--- src/rtl/ramp_adc_pkg.sv ---
package ramp_adc_pkg;

  typedef enum logic [1:0] {
    PH_IDLE  = 2'd0,
    PH_DISCH = 2'd1,
    PH_RAMP  = 2'd2
  } phase_e;

  typedef struct packed {
    logic dischLoad;
    logic dischDec;
    logic timerClr;
    logic timerInc;
    logic chanLoad;
    logic irqSet;
    logic irqClr;
    logic ovfSet;
    logic ovfClr;
  } ctlStrobes_t;

endpackage

--- src/rtl/ramp_adc_sync.sv ---
module ramp_adc_sync #(
  parameter int STAGES = 2
) (
  input  logic clk,
  input  logic rstN,
  input  logic asyncIn,
  output logic fallSeen
);
  logic [STAGES-1:0] chainQ;
  logic              lastQ;

  // Comparator idles high, so the chain resets high to avoid a false fall.
  always_ff @(posedge clk or negedge rstN) begin
    if (!rstN) begin
      chainQ <= '1;
      lastQ  <= 1'b1;
    end else begin
      chainQ <= {chainQ[STAGES-2:0], asyncIn};
      lastQ  <= chainQ[STAGES-1];
    end
  end

  assign fallSeen = lastQ & ~chainQ[STAGES-1];
endmodule

--- src/rtl/ramp_adc_ctrl.sv ---
module ramp_adc_ctrl
  import ramp_adc_pkg::*;
(
  input  logic        clk,
  input  logic        rstN,
  input  logic        startPulse,
  input  logic        resultRd,
  input  logic        chanWe,
  input  logic        dischZero,
  input  logic        timerFull,
  input  logic        compFall,
  output ctlStrobes_t strb,
  output phase_e      phase,
  output logic        capReset
);
  phase_e phaseNext;

  always_comb begin
    strb      = '0;
    phaseNext = phase;
    strb.irqClr = resultRd;
    unique case (phase)
      PH_IDLE: begin
        strb.chanLoad = chanWe;
        if (startPulse) begin
          strb.dischLoad = 1'b1;
          strb.ovfClr    = 1'b1;
          strb.irqClr    = 1'b1;
          phaseNext      = PH_DISCH;
        end
      end
      PH_DISCH: begin
        strb.chanLoad = chanWe;
        if (dischZero) begin
          strb.timerClr = 1'b1;
          phaseNext     = PH_RAMP;
        end else begin
          strb.dischDec = 1'b1;
        end
      end
      PH_RAMP: begin
        if (compFall) begin
          strb.irqSet = 1'b1;
          phaseNext   = PH_IDLE;
        end else if (timerFull) begin
          strb.irqSet = 1'b1;
          strb.ovfSet = 1'b1;
          phaseNext   = PH_IDLE;
        end else begin
          strb.timerInc = 1'b1;
        end
      end
      default: phaseNext = PH_IDLE;
    endcase
  end

  always_ff @(posedge clk or negedge rstN) begin
    if (!rstN) begin
      phase    <= PH_IDLE;
      capReset <= 1'b0;
    end else begin
      phase    <= phaseNext;
      capReset <= (phaseNext == PH_DISCH);
    end
  end
endmodule

--- src/rtl/ramp_adc_dpath.sv ---
module ramp_adc_dpath
  import ramp_adc_pkg::*;
#(
  parameter int TW      = 8,
  parameter int LW      = 8,
  parameter int CW      = 2,
  parameter int DEF_LEN = 64
) (
  input  logic          clk,
  input  logic          rstN,
  input  ctlStrobes_t   strb,
  input  logic          cfgWe,
  input  logic [LW-1:0] cfgLen,
  input  logic [CW-1:0] chanData,
  output logic          dischZero,
  output logic          timerFull,
  output logic [CW-1:0] muxSel,
  output logic [TW-1:0] result,
  output logic          irq,
  output logic          overflow
);
  localparam logic [LW-1:0] LEN_RST = LW'(DEF_LEN);
  localparam logic [TW-1:0] T_MAX   = '1;

  logic [LW-1:0] lenQ;
  logic [LW-1:0] effLen;
  logic [LW-1:0] dischCnt;
  logic [TW-1:0] timerQ;

  assign effLen = (lenQ == '0) ? LW'(1) : lenQ;

  always_ff @(posedge clk or negedge rstN) begin
    if (!rstN)      lenQ <= LEN_RST;
    else if (cfgWe) lenQ <= cfgLen;
  end

  always_ff @(posedge clk or negedge rstN) begin
    if (!rstN)              dischCnt <= '0;
    else if (strb.dischLoad) dischCnt <= effLen - LW'(1);
    else if (strb.dischDec)  dischCnt <= dischCnt - LW'(1);
  end
  assign dischZero = (dischCnt == '0);

  always_ff @(posedge clk or negedge rstN) begin
    if (!rstN)              timerQ <= '0;
    else if (strb.timerClr) timerQ <= '0;
    else if (strb.timerInc) timerQ <= timerQ + TW'(1);
  end
  assign timerFull = (timerQ == T_MAX);
  assign result    = timerQ;

  always_ff @(posedge clk or negedge rstN) begin
    if (!rstN)              muxSel <= '0;
    else if (strb.chanLoad) muxSel <= chanData;
  end

  always_ff @(posedge clk or negedge rstN) begin
    if (!rstN) begin
      irq      <= 1'b0;
      overflow <= 1'b0;
    end else begin
      if (strb.irqSet)      irq <= 1'b1;
      else if (strb.irqClr) irq <= 1'b0;
      if (strb.ovfSet)      overflow <= 1'b1;
      else if (strb.ovfClr) overflow <= 1'b0;
    end
  end
endmodule

--- src/rtl/ramp_adc_seq.sv ---
module ramp_adc_seq
  import ramp_adc_pkg::*;
#(
  parameter int TW          = 8,
  parameter int LW          = 8,
  parameter int CW          = 2,
  parameter int DEF_LEN     = 64,
  parameter int SYNC_STAGES = 2
) (
  input  logic          clk,
  input  logic          rstN,
  input  logic          cfgWe,
  input  logic [LW-1:0] cfgLen,
  input  logic          chanWe,
  input  logic [CW-1:0] chanData,
  input  logic          startPulse,
  input  logic          resultRd,
  input  logic          compIn,
  output logic          capReset,
  output logic [CW-1:0] muxSel,
  output logic [TW-1:0] result,
  output logic          irq,
  output logic          overflow
);
  ctlStrobes_t strb;
  phase_e      phase;
  logic        dischZero;
  logic        timerFull;
  logic        compFall;

  ramp_adc_sync #(.STAGES(SYNC_STAGES)) sync_i (
    .clk(clk), .rstN(rstN), .asyncIn(compIn), .fallSeen(compFall)
  );

  ramp_adc_ctrl ctrl_i (
    .clk(clk), .rstN(rstN), .startPulse(startPulse), .resultRd(resultRd),
    .chanWe(chanWe), .dischZero(dischZero), .timerFull(timerFull),
    .compFall(compFall), .strb(strb), .phase(phase), .capReset(capReset)
  );

  ramp_adc_dpath #(.TW(TW), .LW(LW), .CW(CW), .DEF_LEN(DEF_LEN)) dpath_i (
    .clk(clk), .rstN(rstN), .strb(strb), .cfgWe(cfgWe), .cfgLen(cfgLen),
    .chanData(chanData), .dischZero(dischZero), .timerFull(timerFull),
    .muxSel(muxSel), .result(result), .irq(irq), .overflow(overflow)
  );
endmodule

--- config.mk ---
export PLATFORM = sky130hd
export DESIGN_NAME = ramp_adc_seq
export DESIGN_NICKNAME = d
export VERILOG_FILES = /design/src/rtl/ramp_adc_pkg.sv /design/src/rtl/ramp_adc_sync.sv /design/src/rtl/ramp_adc_ctrl.sv /design/src/rtl/ramp_adc_dpath.sv /design/src/rtl/ramp_adc_seq.sv
export SDC_FILE = /design/constraint.sdc
export NUM_CORES = 1
export LEC_CHECK = 0
export BUFFER_PORTS_ARGS = -buffer_cell sky130_fd_sc_hd__buf_2
export CELL_PAD_IN_SITES_DETAIL_PLACEMENT = 0
export CELL_PAD_IN_SITES_GLOBAL_PLACEMENT = 2
export CORE_ASPECT_RATIO = 1.75
export CORE_MARGIN = 3
export CORE_UTILIZATION = 35
export CTS_CLUSTER_SIZE = 28
export DETAILED_ROUTE_END_ITERATION = 10
export PLACE_DENSITY_LB_ADDON = 0.1
export RECOVER_POWER = 100
export REMOVE_ABC_BUFFERS = 1
export SYNTH_ARGS = -nofsm -noshare
export SYNTH_HDL_FRONTEND = slang
export SYNTH_SLANG_ARGS = --single-unit
--- constraint.sdc ---
create_clock -name clk -period 4.1 [get_ports clk]
set_input_delay 0.41 -clock clk [delete_from_list [all_inputs] [get_ports clk]]
set_output_delay 0.41 -clock clk [all_outputs]
set_load 0.05 [all_outputs]
==> reports/results.txt <==
The run finished, with violations left. The checks that failed: max-capacitance violations, max-slew violations. The clock net in this run drives a total of 34 sinks. The final hold violation count is 0, and the share of synthesized registers carrying an async set or reset is 100%.

The initialized floorplan defines 32 standard-cell rows. The detailed router finished its first iteration with 47 violations. Of the cells placed in the final design, the portion with a size suffix greater than 1 is 22.0%. The net count of the finished layout is 200. The max-slew headroom at the worst pin was -24.0%; the clock slew seen by the registers of the worst setup and hold paths was 0.07 ns. Count of buffers from port buffering: 29. The tools report the reported max-cap violation count as 1. The total wirelength of the detailed-routed design was 3.63 mm; the routed wire length per instance was 15.6 um. Sequential cell area fraction in the yosys report: 51.6%. During synthesis, Yosys emitted a total of 0 warnings. The largest family of logic cells by synthesized area was simple AND/OR/NAND/NOR gates. For the number of optimization iterations in the first detailed-route pass, the log shows 4. Data required time at the worst endpoint: 4.27 ns. Adder-cell area share of the yosys netlist: 1.51%. Setup violations remaining at the end of the flow were counted as 0. Global routing consumed, over all layers together, 14.2% of the routing resources. The number of pins exceeding their max-slew limit in the final report was 35; the number of distinct standard cells referenced by the synthesized netlist was 45. The tools report the count of mapped cells out of synthesis as 148. Among all flip-flop cells after synthesis, the most frequent one is dfrtp_1. Based on the critical path, the design can be clocked at up to 389 MHz. Setup repair after global routing left no endpoint under its margin. The count of nets left with antenna violations once routing finished came out at 0. In this run, synthesis produced a sequential element count of 34.

Clock tree synthesis inserted a total of 5 buffers. The number of antenna violations at the first check in global routing was 0; the number of enable flip-flop cells after synthesis was 0. Leaving out fill and tap cells, the most frequent cell in the layout is dfrtp_1. In this run the count of I/O pins placed on the die edge is 30. The post-layout minimum cycle time was 2.57 ns; the area of the mapped netlist was 1660 um2. CTS root buffer: clkbuf_8. The worst setup path is captured at a flip-flop. The count of cells resized by post-cts repair is 0.

Dividing the detail-routed via count by the number of cells gives 5.36. Critical path launch point type: a flip-flop. In this run the standard cell core region covers 4480 um2. For the power after layout, the log shows 1.02 mW. Detailed routing inserted a total of 1250 vias.

At the worst endpoint, the arrival time is 2.74 ns. Measured along the y axis, the die boundary spans 97.0 um. The estimated wirelength of the detail-placed design was 2.75 mm.

The die is 58.0 um wide. The die covers 5630 um2. The final period utilization came out at 62.7%.

At the pin with the least slew margin, the transition time is 1.86 ns. In the post-route analysis, the smallest setup slack over all paths is 1.53 ns. In this run the worst path has a maximum fanout of 13. The path class of the tightest hold or removal check is in -> reg.

The tools report the diode insertion count for antenna repair as 0. The first global-routing pass estimated 6.13 mm of wire. Buffers added to address setup during post-CTS repair amount to 0. The ratio of total power to cell area was 533 nW/um2; the synthesized area per cell was 11.2 um2. The type of the worst setup path was reg -> reg.

Summing the areas of all compound-gate instances in the mapped netlist gives 12.7% of the synthesized area. The run gives 1328 as the via count of the first global-routing pass. The total overflow left after global routing is 0. VDD sags by at most 0.337 mV.

TritonCTS built the clock tree. In the layout the commonest cells are dfrtp_1 (30), clkbuf_1 (15), buf_2 (15). Clock latency on the worst-skew pair, taken at its later pin, is 0.28 ns. The summed negative setup slack over all endpoints was 0 ns; the xor-xnor portion of the synthesized cell area was 6.34%. The congestion estimate from routability-driven global placement came to 0.805. Mux cell area share after synthesis: 8.91%. In the routed design, unresolved DRC markers number 0.

The maximum clock insertion buffer count was 2; the number of levels the H-tree was split into was 2. The number of hold buffers added after CTS was 0. The placement-stage worst setup slack was 1.43 ns; the initial core utilization was 37.0%. The synthesized netlist devotes 17.3% of its cell area to simple gates. The reported leakage power was 0.799 nW. Compared with the post-synthesis result, the final layout area differs by 15.0%.

Entering global routing, the biggest net connects 35 pins. Between clock sinks in the finished design, the worst skew comes to 0.00813 ns.
==> final timing paths <==
path	slack, ns	cells after the start	to	startpoint
max	1.53	8	dpath_i.dischCnt[6]	ctrl_i.phase[1]
min	0.23	1	sync_i.chainQ[0]	compIn
max reg2reg	1.53	8	dpath_i.dischCnt[6]	ctrl_i.phase[1]
min reg2reg	0.36	0	sync_i.chainQ[1]	sync_i.chainQ[0]
max in group asynchronous	2.39	1	dpath_i.result[6]	rstN
min in group asynchronous	0.63	1	dpath_i.result[1]	rstN
==> worst max-delay path: stages (launching register included) <==
cell and delay [ns]:
dfrtp_1 0.45, nor3b_2 0.69, mux2i_1 0.26, ha_1 0.26, nand2b_1 0.10, nor4_1 0.23
xor2_1 0.14, a211oi_1 0.26, a21oi_1 0.06
==> logic make-up after synthesis <==
| kind of cell | Yosys count |
|---|---|
| AOI/OAI and AO/OA | 28 |
| xor gates and xnor gates | 12 |
| adders and majority gates | 2 |
| buffers and inverters | 7 |
| DFF | 34 |
| muxes | 13 |
| and+or+nand+nor | 52 |
==> state kept, by name, summed over array words and instances (netlist names), 2 cells and up <==
signal / flops
ctrl_i.phase: 2
dpath_i.dischCnt: 8
dpath_i.lenQ: 8
dpath_i.muxSel: 2
dpath_i.result: 8
sync_i.chainQ: 2
==> where the power goes <==
group          switching (mW)  total [mW]  internal (mW)
clock                   0.118       0.253          0.135
sequential             0.0728       0.474          0.401
combinational           0.164       0.288          0.125
==> through the flow <==
step / utilization [%] / cells / hold slack, ns / area (um2)
after global placement: 41.4 / 225 / 0.349 / 1850
after floorplan: - / 145 / 0.114 / 1650
after CTS: 43.4 / 233 / 0.217 / 1950
final: 42.5 / 233 / 0.226 / 1910
after global routing: 42.5 / 233 / 0.213 / 1910
after detailed placement: 41.4 / 225 / 0.347 / 1850
==> synthesized netlist by cell type (all sizes together), types with 3 or more instances <==
library cell	number	area, um2
a21oi	7	38.8
dfrtp	30	751
dfstp	4	105
inv	4	15.0
mux2	11	128
nand2	8	32.5
nand2b	4	25.0
nand3	3	15.0
nor2	12	45.0
nor3	4	20.0
nor4	5	31.3
o211ai	3	36.3
o21ai	7	38.8
or3	3	18.8
xnor2	7	61.3
xor2	5	43.8
==> per-layer routing <==
| metal | vias to the layer above | GRT usage (%) | part of all wire, % |
|---|---|---|---|
| li1 | 607 | - | - |
| met5 | - | 0 | 0 |
| met3 | 7 | 3.47 | 3.8 |
| met2 | 28 | 27.0 | 58 |
| met4 | 0 | 5.89 | 2.3 |
| met1 | 608 | 13.6 | 36 |
==> layout make-up <==
class / instances / area [um2]
sequential: 34 / 856
multi-input combinational: 107 / 753
fill: 468 / 2580
inverter: 4 / 15.0
tap: 51 / 63.8
clock inverter: 1 / 5.00
clock buffer: 7 / 86.3
timing repair buffer: 29 / 128
No activity file was read; power rests on OpenSTA's default activity.
